--- config.mk ---
export PLATFORM = sky130hd
export DESIGN_NAME = irq_src_router
export DESIGN_NICKNAME = d
export VERILOG_FILES = /design/src/rtl/irq_route_pkg.sv /design/src/rtl/irq_in_cond.sv /design/src/rtl/irq_rr_pick.sv /design/src/rtl/irq_target_sel.sv /design/src/rtl/irq_src_router.sv
export SDC_FILE = /design/constraint.sdc
export NUM_CORES = 1
export LEC_CHECK = 0
export BUFFER_PORTS_ARGS = -buffer_cell sky130_fd_sc_hd__clkbuf_2
export CAP_MARGIN = 40
export CORE_AREA = 10 10 78 80
export CTS_BUF_LIST = sky130_fd_sc_hd__clkbuf_8
export DETAILED_ROUTE_END_ITERATION = 6
export DIE_AREA = 0 0 88 90
export HOLD_SLACK_MARGIN = 0.02
export PLACE_DENSITY = 0.79
export RECOVER_POWER = 25
export SETUP_SLACK_MARGIN = 0.02
export SYNTH_ARGS = -nofsm -noshare
export SYNTH_HDL_FRONTEND = slang
export SYNTH_SLANG_ARGS = --single-unit
--- constraint.sdc ---
create_clock -name clk -period 2.6 [get_ports clk]
set_clock_uncertainty 0.1 [all_clocks]
set_input_delay 0.65 -clock clk [delete_from_list [all_inputs] [get_ports clk]]
set_output_delay 0.65 -clock clk [all_outputs]
set_load 0.1 [all_outputs]
--- src/rtl/irq_route_pkg.sv ---
package irq_route_pkg;

  // Control word field positions; the delivery logic decodes these.
  localparam int unsigned CB_MASK   = 31;
  localparam int unsigned CB_ACT    = 30;
  localparam int unsigned CB_MODE   = 29;
  localparam int unsigned CB_POL    = 23;
  localparam int unsigned CB_SENSE  = 22;
  localparam int unsigned PRIO_LSB  = 16;
  localparam int unsigned PRIO_W    = 5;
  localparam int unsigned CTRL_W    = 32;

  typedef enum logic {
    DLV_DIRECTED    = 1'b0,
    DLV_DISTRIBUTED = 1'b1
  } dlv_mode_e;

  typedef enum logic {
    CFG_CTRL = 1'b0,
    CFG_DEST = 1'b1
  } cfg_sel_e;

  function automatic logic [PRIO_W-1:0] prio_of(input logic [CTRL_W-1:0] w);
    return w[PRIO_LSB +: PRIO_W];
  endfunction

endpackage

--- src/rtl/irq_in_cond.sv ---
module irq_in_cond (
  input  logic clk,
  input  logic rst_n,
  input  logic irq_in,
  input  logic invert,
  input  logic level_mode,
  input  logic ack,
  output logic lvl,
  output logic pending
);

  logic lvl_q;
  logic rise;
  logic pend_q, pend_d;

  assign lvl  = irq_in ^ invert;
  assign rise = lvl & ~lvl_q;

  always_comb begin
    pend_d = pend_q;
    if (level_mode) begin
      pend_d = lvl;
    end else if (rise) begin
      pend_d = 1'b1;
    end else if (ack) begin
      pend_d = 1'b0;
    end
  end

  always_ff @(posedge clk or negedge rst_n) begin
    if (!rst_n) begin
      lvl_q  <= 1'b0;
      pend_q <= 1'b0;
    end else begin
      lvl_q  <= lvl;
      pend_q <= pend_d;
    end
  end

  assign pending = pend_q;

endmodule

--- src/rtl/irq_rr_pick.sv ---
module irq_rr_pick #(
  parameter int unsigned NCPU = 4,
  localparam int unsigned LW  = (NCPU > 1) ? $clog2(NCPU) : 1
) (
  input  logic [NCPU-1:0] enables,
  input  logic [LW-1:0]   last,
  output logic [NCPU-1:0] pick,
  output logic [LW-1:0]   pick_idx,
  output logic            found
);

  always_comb begin
    pick     = '0;
    pick_idx = last;
    found    = 1'b0;
    for (int k = 1; k <= int'(NCPU); k++) begin
      int j;
      j = int'(last) + k;
      if (j >= int'(NCPU)) j = j - int'(NCPU);
      if (!found && enables[j]) begin
        pick[j]  = 1'b1;
        pick_idx = j[LW-1:0];
        found    = 1'b1;
      end
    end
  end

endmodule

--- src/rtl/irq_target_sel.sv ---
module irq_target_sel #(
  parameter int unsigned NCPU = 4,
  localparam int unsigned LW  = (NCPU > 1) ? $clog2(NCPU) : 1
) (
  input  logic [NCPU-1:0] dest,
  input  logic [LW-1:0]   last,
  input  logic            distributed,
  output logic [NCPU-1:0] targets,
  output logic [LW-1:0]   next_last
);

  logic [NCPU-1:0] rr_pick;
  logic [LW-1:0]   rr_idx;
  logic            rr_found;
  logic [NCPU-1:0] last_onehot;
  logic            only_last;

  irq_rr_pick #(.NCPU(NCPU)) u_rr (
    .enables (dest),
    .last    (last),
    .pick    (rr_pick),
    .pick_idx(rr_idx),
    .found   (rr_found)
  );

  assign last_onehot = {{(NCPU-1){1'b0}}, 1'b1} << last;
  assign only_last   = (dest == last_onehot);

  always_comb begin
    targets   = '0;
    next_last = last;
    if (only_last) begin
      targets = dest;
    end else if (!distributed) begin
      targets = dest;
    end else begin
      targets = rr_pick;
      if (rr_found) next_last = rr_idx;
    end
  end

endmodule

--- src/rtl/irq_src_router.sv ---
module irq_src_router
  import irq_route_pkg::*;
#(
  parameter int unsigned NCPU = 4,
  localparam int unsigned LW  = (NCPU > 1) ? $clog2(NCPU) : 1
) (
  input  logic              clk,
  input  logic              rst_n,
  input  logic              cfg_we,
  input  logic              cfg_sel,
  input  logic [31:0]       cfg_wdata,
  input  logic              irq_in,
  input  logic              ack_i,
  output logic [NCPU-1:0]   raise_o,
  output logic              pending_o,
  output logic [31:0]       ctrl_o,
  output logic [NCPU-1:0]   dest_o,
  output logic [LW-1:0]     last_cpu_o
);

  // Reset: asserted asynchronously, released on the clock.
  logic [1:0] rst_sync;
  logic       rst_int_n;

  always_ff @(posedge clk or negedge rst_n) begin
    if (!rst_n) rst_sync <= 2'b00;
    else        rst_sync <= {rst_sync[0], 1'b1};
  end
  assign rst_int_n = rst_sync[1];

  logic [CTRL_W-1:0] ctrl_q, ctrl_d;
  logic [NCPU-1:0]   dest_q, dest_d;
  logic [LW-1:0]     last_q, last_d;
  logic [NCPU-1:0]   raise_q, raise_d;

  logic              lvl, pending;
  logic [NCPU-1:0]   targets;
  logic [LW-1:0]     next_last;
  logic              eligible, fire, act_d;
  logic              wr_ctrl, wr_dest;

  irq_in_cond u_cond (
    .clk       (clk),
    .rst_n     (rst_int_n),
    .irq_in    (irq_in),
    .invert    (ctrl_q[CB_POL]),
    .level_mode(ctrl_q[CB_SENSE]),
    .ack       (ack_i),
    .lvl       (lvl),
    .pending   (pending)
  );

  irq_target_sel #(.NCPU(NCPU)) u_sel (
    .dest       (dest_q),
    .last       (last_q),
    .distributed(ctrl_q[CB_MODE] == DLV_DISTRIBUTED),
    .targets    (targets),
    .next_last  (next_last)
  );

  assign wr_ctrl = cfg_we && (cfg_sel == CFG_CTRL);
  assign wr_dest = cfg_we && (cfg_sel == CFG_DEST);

  assign eligible = pending && !ctrl_q[CB_MASK] && !ctrl_q[CB_ACT] &&
                    (prio_of(ctrl_q) != '0);
  assign fire     = eligible && (|targets);

  always_comb begin
    act_d = ctrl_q[CB_ACT];
    if (fire) begin
      act_d = 1'b1;
    end else if (ack_i) begin
      act_d = 1'b0;
    end else if (ctrl_q[CB_SENSE] && !lvl) begin
      act_d = 1'b0;
    end
  end

  always_comb begin
    ctrl_d         = wr_ctrl ? cfg_wdata : ctrl_q;
    ctrl_d[CB_ACT] = act_d;
    dest_d         = wr_dest ? cfg_wdata[NCPU-1:0] : dest_q;
    raise_d        = fire ? targets : '0;
    last_d         = fire ? next_last : last_q;
  end

  always_ff @(posedge clk or negedge rst_int_n) begin
    if (!rst_int_n) begin
      ctrl_q  <= '0;
      dest_q  <= '0;
      last_q  <= '0;
      raise_q <= '0;
    end else begin
      ctrl_q  <= ctrl_d;
      dest_q  <= dest_d;
      last_q  <= last_d;
      raise_q <= raise_d;
    end
  end

  assign raise_o    = raise_q;
  assign pending_o  = pending;
  assign ctrl_o     = ctrl_q;
  assign dest_o     = dest_q;
  assign last_cpu_o = last_q;

endmodule

* Word level (Yosys, flattened, before mapping)
Cells that the tools add are included.
** Word-level totals
- Register bits after elaboration :: 46
- Input port bits :: 38
- Output and inout port bits :: 43
- Word-level logic and storage cells :: 109
** Cells by class
- Add/subtract/negate cells :: 8
- Magnitude comparators :: 12
- Equal/unequal tests :: 1
- Shift-type cells :: 1
- Mux-type cells :: 45
- Bitwise gates (word level) :: 8
- Reduce and logical (&&, ||, !) cells :: 26
** Operators by type and width (count)
- >= comparator 32 x 1 -> 1 bit, second input constant :: 4
- < comparator 32 x 4 -> 1 bit, second input constant :: 4
- 2-to-1 mux 32 bit :: 4
- >= comparator 32 x 4 -> 1 bit, second input constant :: 1
- subtractor 32 x 4 -> 32 bit, second input constant :: 1
- 2-to-1 mux 4 bit :: 7
- 2-to-1 mux 1 bit :: 22
- logical AND 1 bit :: 14
- bitwise OR 4 bit :: 3
- binary-select mux 1 bit (select 2 bit) :: 4
- demux 1 bit (select 2 bit) :: 4
- 2-to-1 mux 2 bit :: 4
- subtractor 3 x 3 -> 4 bit, second input constant :: 2
- adder 2 x 2 -> 3 bit, second input constant :: 2
- >= comparator 3 bit, second input constant :: 2
- zero test 1 bit :: 6
- nonzero test 3 bit :: 2
- AND reduction 5 bit :: 1
- nonzero test 5 bit :: 1
- subtractor 4 x 3 -> 5 bit, second input constant :: 1
- adder 2 x 3 -> 4 bit, second input constant :: 1
- == test 4 bit :: 1
- >= comparator 4 x 3 -> 1 bit, second input constant :: 1
- nonzero test 4 bit :: 1
- other kinds (6) :: 8

* Logic depth before layout (Yosys ltp)
Gate-level depths: netlist (run 1).
- Word-level depth :: 21
- Mapped depth :: 11

* By module
A second synthesis (run 1) with hierarchy kept.
** Unflattened totals
- Cells, all modules :: 199
- Area, all modules :: 2418.6 sq um
** Modules (own cells, without submodules)
- irq_src_router :: times used 1, cells an instance 102, area an instance 1636.6 sq um
- irq_rr_pick :: times used 1, cells an instance 75, area an instance 556.8 sq um
- irq_target_sel :: times used 1, cells an instance 16, area an instance 145.1 sq um
- irq_in_cond :: times used 1, cells an instance 6, area an instance 80.1 sq um

* Worst setup path after synthesis (run 1)
OpenSTA, ideal clock, no wires.
- Path kind :: reg2reg
- Start :: register last_q[1] (netlist: last_cpu_o[1])
- End :: register last_q[1] (netlist: last_cpu_o[1])
- Library setup time :: 0.131 ns
- Arrival time :: 3.412 ns
- Required time :: 2.369 ns
- Slack :: -1.043 ns
- Cell stages (with the launch flop) :: 10
- Period minus slack after synthesis :: 3.643 ns
- Cell sequence :: dfrtp_1 > inv_1 > ha_1 > mux4_1 > nor4b_4 > a21oi_1 > o2bb2ai_1 > and4_4 > o21ai_0 > o31ai_1
** Between the ends
- Word-level cells in the longest chain between the ends :: 21
** Ends and longest elaborated chain
- from (decl) :: line irq_src_router.sv:33 : logic [LW-1:0] last_q, last_d;
- from (signal assigned) :: line irq_src_router.sv:96 : last_q <= last_d;
- branches (longest 21 deep; another with subtractor 32 x 4 -> 32 bit)
Several ways; the timed one is not identified. The select of a mux whose other input is x is not followed.
A chain may end at the register's enable or synchronous reset.

* Final worst setup path (run 1)
Same ends and word-level chain as after synthesis.

==> reports/metrics.yaml, run 1 <==
status:
  status: "finished, violations left"
  violations: "setup timing"
floorplanning:
  core_area_sq_mm: 0.00460
  rows: 25
  die_area_sq_mm: 0.00792
  ios: 81
  die_h_microns: 90
  die_x_microns: 88
  start_util_pct: 47.9
power:
  switching_share_pct: 50.6
  power_switching_mw: 1.86
  p_clk_share_pct: 13.0
  leakagePower_nw: 1.42
  ir_drop_mv: 0.560
  p_comb_share_pct: 61.1
  power_density_mw_per_mm2: 1250
  p_int_mw: 1.82
  seqPwrFrac_pct: 25.9
timing:
  hold_ws_ps: 266
  timing.fmax_ghz: 0.376
  rsz0062_at_grt: "yes"
  fin_ws_ps: -57.4
  post-route-min-period_ps: 2660
  finalMaxSlewViolations: 0
  slew_headroom_pct: 14.0
  worst_pin_slew_ps: 1290
  setup_viol: 2
  fin_crit_sh_pct: 102
  hold_violations: 0
detailed_routing:
  first_iter_violations: 122
  drc: 0
  antenna_left: 0
  first_pass_iters: 5
  drt-total-wl_microns: 5410
  num_vias: 1712
  wl_per_cell_microns: 17.0
  vias_per_cell: 5.38
global_route:
  grt_max_degree: 33
  grt_first_pass_wirelength_microns: 8950
  grtUsageTotal_pct: 13.7
  antenna_found_initial: 0
  grt_overflow: 0
  grt_pass1_vias: 1917
synth:
  avgSynthCellArea_sq_um: 13.5
  synth_area_sq_mm: 0.00220
  syn_nets: 209
  syn_inst: 163
  seq_area_frac_synth_pct: 52.2
  ys_warn_count: 0
  ys_types: 35
  synth_seq_cells: 46
layout:
  final_util_pct: 63.8
  diodes: 0
  multi_input_area_sq_mm: 0.00101
  fillCellCount: 375
  syn2layout_area_growth_pct: 33.0
  layout.nets: 309
  drive_gt1_share_pct: 59.8
  ff_latch_area_sq_mm: 0.00116
hold_path:
  hold_path.class: "reg2reg"
  hold_path_startpoint: "rst_sync[0]"
run:
  cap_violations: 0
critical_path:
  required_ps: 2670
  crit_type: "reg2reg"
  end_kind: "register"
  worst-path-max-fanout: 5
  worstPathArrival_ps: 2730
  cp-startpoint: "last_cpu_o[1]"
  crit_path_max_incr_delay_ps: 480
  rr_startpoint: "last_cpu_o[1]"
  crit_chain: "inv_2 -> ha_4 -> buf_4 -> mux4_2 -> buf_6 -> nor3b_4 -> a222oi_1 -> o2bb2ai_1 -> and4_4 -> o21ai_1 -> o31ai_2"
  worstSetupStartpointType: "register"
  slowest_stage: "dfrtp_4"
placement:
  port_buffers: 79
  gp_congestion: 0.829
  pre_cts_slack_ps: -50.2
  detailed_place_hpwl_microns: 4120
clocking:
  cts_tree: "built"
  path_clk_slew_ps: 80
  cts_buffer_depth: 2
  cts.sink_count: 46
  cts-buffers-inserted: 5
  h-tree-depth: 2
  clk-insertion-delay-late_ps: 290
  cts-root-buf: "clkbuf_8"
[power groups by stage]
stage | clock network [mW] | registers (mW) | logic, mW
floorplan | 0 | 1.80 | 0.805
global placement | 0 | 0.952 | 2.05
detailed placement | 0 | 0.963 | 2.08
CTS | 0.491 | 0.956 | 2.19
global route | 0.518 | 0.976 | 2.37
finish | 0.478 | 0.954 | 2.25
[critical path, delay by kind of cell (launching register included)]
family	cells	cell delay, ps
multiplexers	1	360
buffers and inverters	3	390
flip-flops	1	480
AND/OR/NAND/NOR	2	480
adder cells (fa/ha/maj)	1	210
AO/OA/AOI/OAI	4	520
[state kept, by name, indices dropped and copies added (netlist names)]
| name | flops |
|---|---|
| last_cpu_o | 2 |
| raise_o | 4 |
| dest_o | 4 |
| ctrl_o | 32 |
| u_cond.lvl_q | 1 |
| u_cond.pending | 1 |
| rst_sync | 2 |
[kinds of logic (layout without fill, tap and decap cells)]
group | count (synthesis) | after routing | synth area share (%)
flops | 46 | 46 | 52.2
mux | 39 | 39 | 22.2
simple gates | 26 | 26 | 6.81
compound gates | 25 | 25 | 8.40
buf+inv | 12 | 113 | 3.23
fa+ha+maj | 8 | 8 | 4.54
xor+xnor | 6 | 6 | 2.38
other cells | 1 | 1 | 0.170
[routing by layer]
layer | part of all wire [%] | up-vias | wire length (microns) | GRT usage, %
li1 | - | 791 | - | -
met1 | 40 | 841 | 2180 | 15.9
met2 | 48 | 71 | 2610 | 21.9
met3 | 10 | 9 | 542 | 6.41
met4 | 1.4 | 0 | 78 | 4.12
met5 | 0 | - | 0 | 0
[layout make-up]
class	count	share of cell area (%)
clock inverters	1	0.299
multi-input cells	105	34.6
well taps	54	2.30
repair buffers	102	19.5
clock buffers	7	3.28
flip-flops and latches	46	39.5
inverters	3	0.469
[cells in the final DEF, fill, tap and decap left out, types with 2 or more instances in the layout]
| cell | instances |
|---|---|
| ha_1 | 7 |
| dfrtp_1 | 44 |
| o21ai_0 | 5 |
| nor2b_1 | 3 |
| o2bb2ai_1 | 3 |
| buf_4 | 21 |
| nand2_1 | 6 |
| mux2_2 | 34 |
| a222oi_1 | 3 |
| clkbuf_2 | 78 |
| dfrtp_4 | 2 |
| nor2_1 | 10 |
| xor2_1 | 5 |
| a21oi_1 | 3 |
| clkbuf_8 | 7 |
| mux4_2 | 3 |
[synth_stat cells (all sizes together)]
library cell  number  area (sq um)
a31o               1          8.76
o31ai              2          15.0
nand2b             1          6.26
nand2              6          22.5
xnor2              1          8.76
o41ai              1          8.76
and4               1          11.3
a21oi              3          15.0
nor3b              1          12.5
a22oi              1          7.51
dfrtp             46          1150
clkbuf             1          3.75
o211ai             1          7.51
mux2i              1          10.0
or4                1          7.51
buf                8          56.3
mux4               4          97.6
o22ai              1          6.26
o2bb2ai            3          26.3
ha                 8           100
o21ai              6          30.0
nor2b              4          25.0
conb               1          3.75
a222oi             3          30.0
o41a               1          12.5
nor2              11          41.3
mux2              34           383
inv                3          11.3
a22o               1          8.76
nor4b              1          23.8
a221oi             1          8.76
xor2               5          43.8
[through the flow]
step,power [mW],cell area (sq um),cells,TNS [ps]
final,3.68,2930,318,-108
after global routing,3.86,2930,318,-356
after floorplan,2.61,2230,163,-1370
after CTS,3.64,2920,316,-79.6
after detailed placement,3.04,2750,302,-77.4
after global placement,3.00,2750,302,-23.1
[path summary, 6_finish.rpt]
kind,slack [ps],cells past startpoint,to
min reg2reg,270,0,rst_sync[1]
max in group asynchronous,1040,0,last_cpu_o[0]
min,270,0,rst_sync[1]
min in group asynchronous,450,0,ctrl_o[5]
max,-60,11,last_cpu_o[1]
max reg2reg,-60,11,last_cpu_o[1]
[what timing repair did]
action,CTS,global route
gates resized for setup,7,1
setup endpoints to repair,3,3
endpoints found under the hold margin,2,0
pin swaps,6,5
hold buffers,1,0
buffers inserted,5,2
Note: power is estimated with default switching activity, not from simulation.
==> run 2: changes to the inputs <==
==> constraint.sdc (replaced) <==
create_clock -name clk -period 2.6 [get_ports clk]
set_clock_uncertainty 0.1 [all_clocks]
set_input_delay 0.26 -clock clk [delete_from_list [all_inputs] [get_ports clk]]
set_output_delay 0.26 -clock clk [all_outputs]
set_load 0.1 [all_outputs]
==> run 2 against run 1 <==
Effect of this change:
- the run still ends with setup timing left
- via count down 1.7%
- routed wire length down 2.0%
- worst setup slack worse by 27 ps
- maximum frequency down 1.0%
- clock power down 13%
- final area down 1.2%
- utilization down 0.79 points
- non-clock buffer count down 4
==> reports/metrics.yaml, run 2 (synthesis gave the netlist of run 1 again) <==
critical_path:
  worstPathArrival_ps: 2760
  path_buf_inv: 1
  end_kind: "register"
  worstSetupStartpointType: "register"
  required_ps: 2680
  slowest_stage: "mux4_2"
  worst-path-max-fanout: 4
  crit_chain: "inv_2 -> ha_4 -> mux4_2 -> nor3b_4 -> a222oi_1 -> o2bb2ai_2 -> and4_4 -> nor2_4 -> xnor2_1"
  cp_top_family: "multiplexers"
  crit_type: "reg2reg"
  crit_path_max_incr_delay_ps: 540
status:
  status: "finished, violations left"
  violations: "setup timing"
placement:
  dpl_cell_area_sq_mm: 0.00275
  detailed_place_hpwl_microns: 4090
  port_buffers: 79
  gp_congestion: 0.817
  pre_cts_slack_ps: -72.3
global_route:
  grt_overflow: 0
  grt_first_pass_wirelength_microns: 8870
  grtUsageTotal_pct: 13.7
  antenna_found_initial: 0
  grt_pass1_vias: 1880
  grt_max_degree: 32
timing:
  setup_viol: 2
  fin_crit_sh_pct: 103
  timing.fmax_ghz: 0.373
  fin_ws_ps: -84.5
  post-route-min-period_ps: 2680
  hold_violations: 0
  finalMaxSlewViolations: 0
  slew_headroom_pct: 17.2
  tns_ps: -167
  worst_pin_slew_ps: 1240
  rsz0062_at_grt: "yes"
clocking:
  cts_tree: "built"
  h-tree-depth: 2
  cts.sink_count: 46
  clk-insertion-delay-late_ps: 290
  cts_buffer_depth: 2
  cts-root-buf: "clkbuf_8"
  path_clk_slew_ps: 90
  cts-buffers-inserted: 5
hold_path:
  hold_path.class: "in2reg"
power:
  finalPower_mw: 3.56
  leakagePower_nw: 1.40
  power_density_mw_per_mm2: 1230
  ir_drop_mv: 0.557
layout:
  final_common_cell: "clkbuf_2"
  syn2layout_area_growth_pct: 31.4
  layout.nets: 305
  largest_reg_flops: 32
  diodes: 0
  stdcell_area_sq_mm: 0.00290
  drive_gt1_share_pct: 59.6
  final_cell_mix: "clkbuf_2, dfrtp_1, mux2_2"
floorplanning:
  rows: 25
  core_area_sq_mm: 0.00460
  start_util_pct: 47.9
  die_x_microns: 88
  ios: 81
  die_h_microns: 90
  die_area_sq_mm: 0.00792
detailed_routing:
  antenna_left: 0
  num_vias: 1683
  vias_per_cell: 5.36
  first_iter_violations: 118
  first_pass_iters: 5
  drc: 0
  drt-total-wl_microns: 5300
  wl_per_cell_microns: 16.9
run:
  cap_violations: 0
-- run 2: power breakdown --
group | switching [mW] | leakage [nW] | internal (mW)
combinational | 1.51 | 0.803 | 0.687
clock | 0.231 | 0.0493 | 0.186
sequential | 0.0991 | 0.548 | 0.849
-- run 2: layout make-up --
cell class / count / area [sq um]
fill: 349 / 1700
sequential: 46 / 1160
multi-input combinational: 105 / 1030
timing repair buffer: 98 / 543
clock buffer: 5 / 68.8
tap: 54 / 67.6
clock inverter: 3 / 17.5
inverter: 3 / 11.3
-- run 2: layer usage --
layer | global-route usage (%) | part of all wire [%]
met5 | 0 | 0
met4 | 3.46 | 1.2
met3 | 7.04 | 11
met2 | 21.5 | 48
met1 | 15.9 | 40
-- run 2: metrics by stage --
| step | utilization (%) | hold WS (ps) | std cells |
|---|---|---|---|
| 6_report | 63.0 | 70.1 | 314 |
| 5_1_grt | 63.0 | 75.2 | 314 |
| 4_1_cts | 62.7 | 68.2 | 314 |
| 3_5_place_dp | 59.8 | -50.8 | 302 |
| 3_3_place_gp | 59.8 | -53.9 | 302 |
| 2_1_floorplan | - | -136 | 163 |
-- run 2: worst paths after layout --
path,endpoint,cells after the start,start,slack [ps]
worst max register to register,last_cpu_o[0],9,last_cpu_o[1],-80
worst min register to register,rst_sync[1],0,rst_sync[0],260
worst min-delay path,ctrl_o[22],3,cfg_wdata[22],70
max in group asynchronous,last_cpu_o[0],0,rst_sync[1],1080
min in group asynchronous,rst_sync[0],2,rst_n,170
worst max-delay path,last_cpu_o[0],9,last_cpu_o[1],-80
-- run 2: what timing repair did --
action                                 CTS  global route
pin swaps                                4             0
setup endpoints to repair                3             3
hold buffers                             1             0
buffers inserted                         3             0
endpoints found under the hold margin    2             0
resized for setup                        6             4
-- run 2: worst reg2reg max path: cells and delay by family (launching register included) --
kind            cells  cell delay (ps)
fa+ha+maj           1              280
compound gates      2              530
flops               1              420
mux                 1              540
simple gates        3              540
xor+xnor            1              120
buf+inv             1               50
==> run 3: changes to the inputs <==
--- a/config.mk
+++ b/config.mk
@@ -12,7 +12,7 @@
 export DETAILED_ROUTE_END_ITERATION = 6
 export DIE_AREA = 0 0 88 90
 export HOLD_SLACK_MARGIN = 0.02
-export PLACE_DENSITY = 0.79
+export PLACE_DENSITY_LB_ADDON = 0.1
 export RECOVER_POWER = 25
 export SETUP_SLACK_MARGIN = 0.02
 export SYNTH_ARGS = -nofsm -noshare
==> run 3 against run 2 <==
Effect of this change:
- the flow still finishes with violations (setup timing)
- die area unchanged
- utilization is 0.76 points higher
- clock-buffer cell count unchanged
- sequential share of layout area decreased by 0.48 points
- worst hold slack about the same
- final cell count up 1.3%
- highest routed layer unchanged
==> reports/metrics.yaml, run 3 (synthesis gave the netlist of run 1 again) <==
clocking:
  clk-insertion-delay-late_ps: 300
  cts.sink_count: 46
  cts_buffer_depth: 2
  cts-root-buf: "clkbuf_8"
  h-tree-depth: 2
  cts-buffers-inserted: 5
  path_clk_slew_ps: 90
  cts_tree: "built"
critical_path:
  worstSetupStartpointType: "register"
  reg2regPathDepth: 9
  cp-startpoint: "last_cpu_o[0]"
  rr_endpoint: "last_cpu_o[0]"
  worst-path-max-fanout: 4
  required_ps: 2690
  end_kind: "register"
  critPathCapture: "last_cpu_o[0]"
  rr_startpoint: "last_cpu_o[0]"
  crit_type: "reg2reg"
  worstPathArrival_ps: 2730
  reg2reg_slack_ps: -50
hold_path:
  hold_path.class: "in2reg"
timing:
  worst_pin_slew_ps: 1150
  timing.fmax_ghz: 0.378
  slew_headroom_pct: 23.1
  finalMaxSlewViolations: 0
  setup_viol: 2
  fin_ws_ps: -47.5
  post-route-min-period_ps: 2650
  rsz0062_at_grt: "yes"
  fin_crit_sh_pct: 102
  hold_violations: 0
layout:
  stdcell_area_sq_mm: 0.00293
  drive_gt1_share_pct: 59.5
  final_common_cell: "clkbuf_2"
  diodes: 0
  syn2layout_area_growth_pct: 33.0
  largest_reg_flops: 32
  final_cell_mix: "clkbuf_2, dfrtp_1, mux2_2"
  layout.nets: 309
global_route:
  grt_overflow: 0
  grt_max_degree: 31
  grt_pass1_vias: 1757
  antenna_found_initial: 0
  grt_first_pass_wirelength_microns: 8640
  grtUsageTotal_pct: 13.4
detailed_routing:
  met3_length_microns: 537
  dr.max_layer_used: "met4"
  drt-total-wl_microns: 5090
  antenna_left: 0
  first_iter_violations: 59
  num_vias: 1635
  first_pass_iters: 4
  drc: 0
  vias_per_cell: 5.14
  wl_met1_microns: 2110
  wl_per_cell_microns: 16.0
  met2WireLength_microns: 2420
floorplanning:
  die_area_sq_mm: 0.00792
  ios: 81
  start_util_pct: 47.9
  die_x_microns: 88
  rows: 25
  core_area_sq_mm: 0.00460
  die_h_microns: 90
status:
  status: "finished, violations left"
  violations: "setup timing"
placement:
  detailed_place_hpwl_microns: 4060
  port_buffers: 79
  pre_cts_slack_ps: -40.5
  gp_congestion: 0.820
  dpl_cell_area_sq_mm: 0.00276
power:
  leakagePower_nw: 1.42
  ir_drop_mv: 0.707
  power_density_mw_per_mm2: 1260
run:
  cap_violations: 0
run 3: stage by stage:
stage / instances / hold slack [ps] / TNS, ps / total power, mW / util [%]
after floorplan: 163 / -136 / -1370 / 2.61 / -
after global placement: 303 / -53.6 / -11.4 / 3.02 / 59.9
after detailed placement: 303 / -53.4 / -40.5 / 3.03 / 59.9
after CTS: 318 / 65.4 / -38.9 / 3.70 / 63.8
after global routing: 318 / 71.3 / -448 / 3.90 / 63.8
final: 318 / 70.3 / -52.3 / 3.68 / 63.8
run 3: power by group:
group	switching, mW	leakage (nW)	internal, mW
clock	0.245	0.0585	0.288
sequential	0.0914	0.548	0.849
combinational	1.50	0.817	0.706
total	1.84	1.42	1.84
run 3: final cells by class:
type	instances	area, sq um
multi-input cells	105	1010
flip-flops and latches	46	1160
inverters	3	13.8
repair buffers	102	569
clock inverters	3	43.8
fillers	378	1670
clock buffers	5	68.8
well taps	54	67.6
run 3: timing repair:
item / 4_1_cts / 5_1_grt
buffers inserted: 6 / 0
setup endpoints to repair: 3 / 3
hold buffers: 1 / 0
pin swaps: 5 / 0
endpoints found under the hold margin: 2 / 0
gates resized for setup: 6 / 0
run 3: per-layer routing:
metal  vias to the layer above  global-route usage, %
met2                        58                   21.1
met5                         -                      0
met3                         2                   6.41
met1                       782                   16.0
li1                        793                      -
met4                         0                   3.19
run 3: worst max-delay path: stages (launching register included):
cell and delay [ps]:
dfrtp_4 440, inv_4 40, ha_4 270, mux4_2 550
nor3b_4 190, a222oi_1 310, o2bb2ai_1 180, and4_4 280
nor2_2 50, xnor2_1 120
run 3: worst min-delay path by stage:
stage	startpoint	cells after the start	slack, ps	to
final	cfg_wdata[22]	3	70	ctrl_o[22]
after global routing	cfg_wdata[17]	2	70	ctrl_o[17]
after CTS	cfg_wdata[22]	3	70	ctrl_o[22]
after detailed placement	rst_n	1	-50	rst_sync[0]
after global placement	rst_n	1	-50	rst_sync[0]
after floorplan	rst_n	0	-140	rst_sync[0]
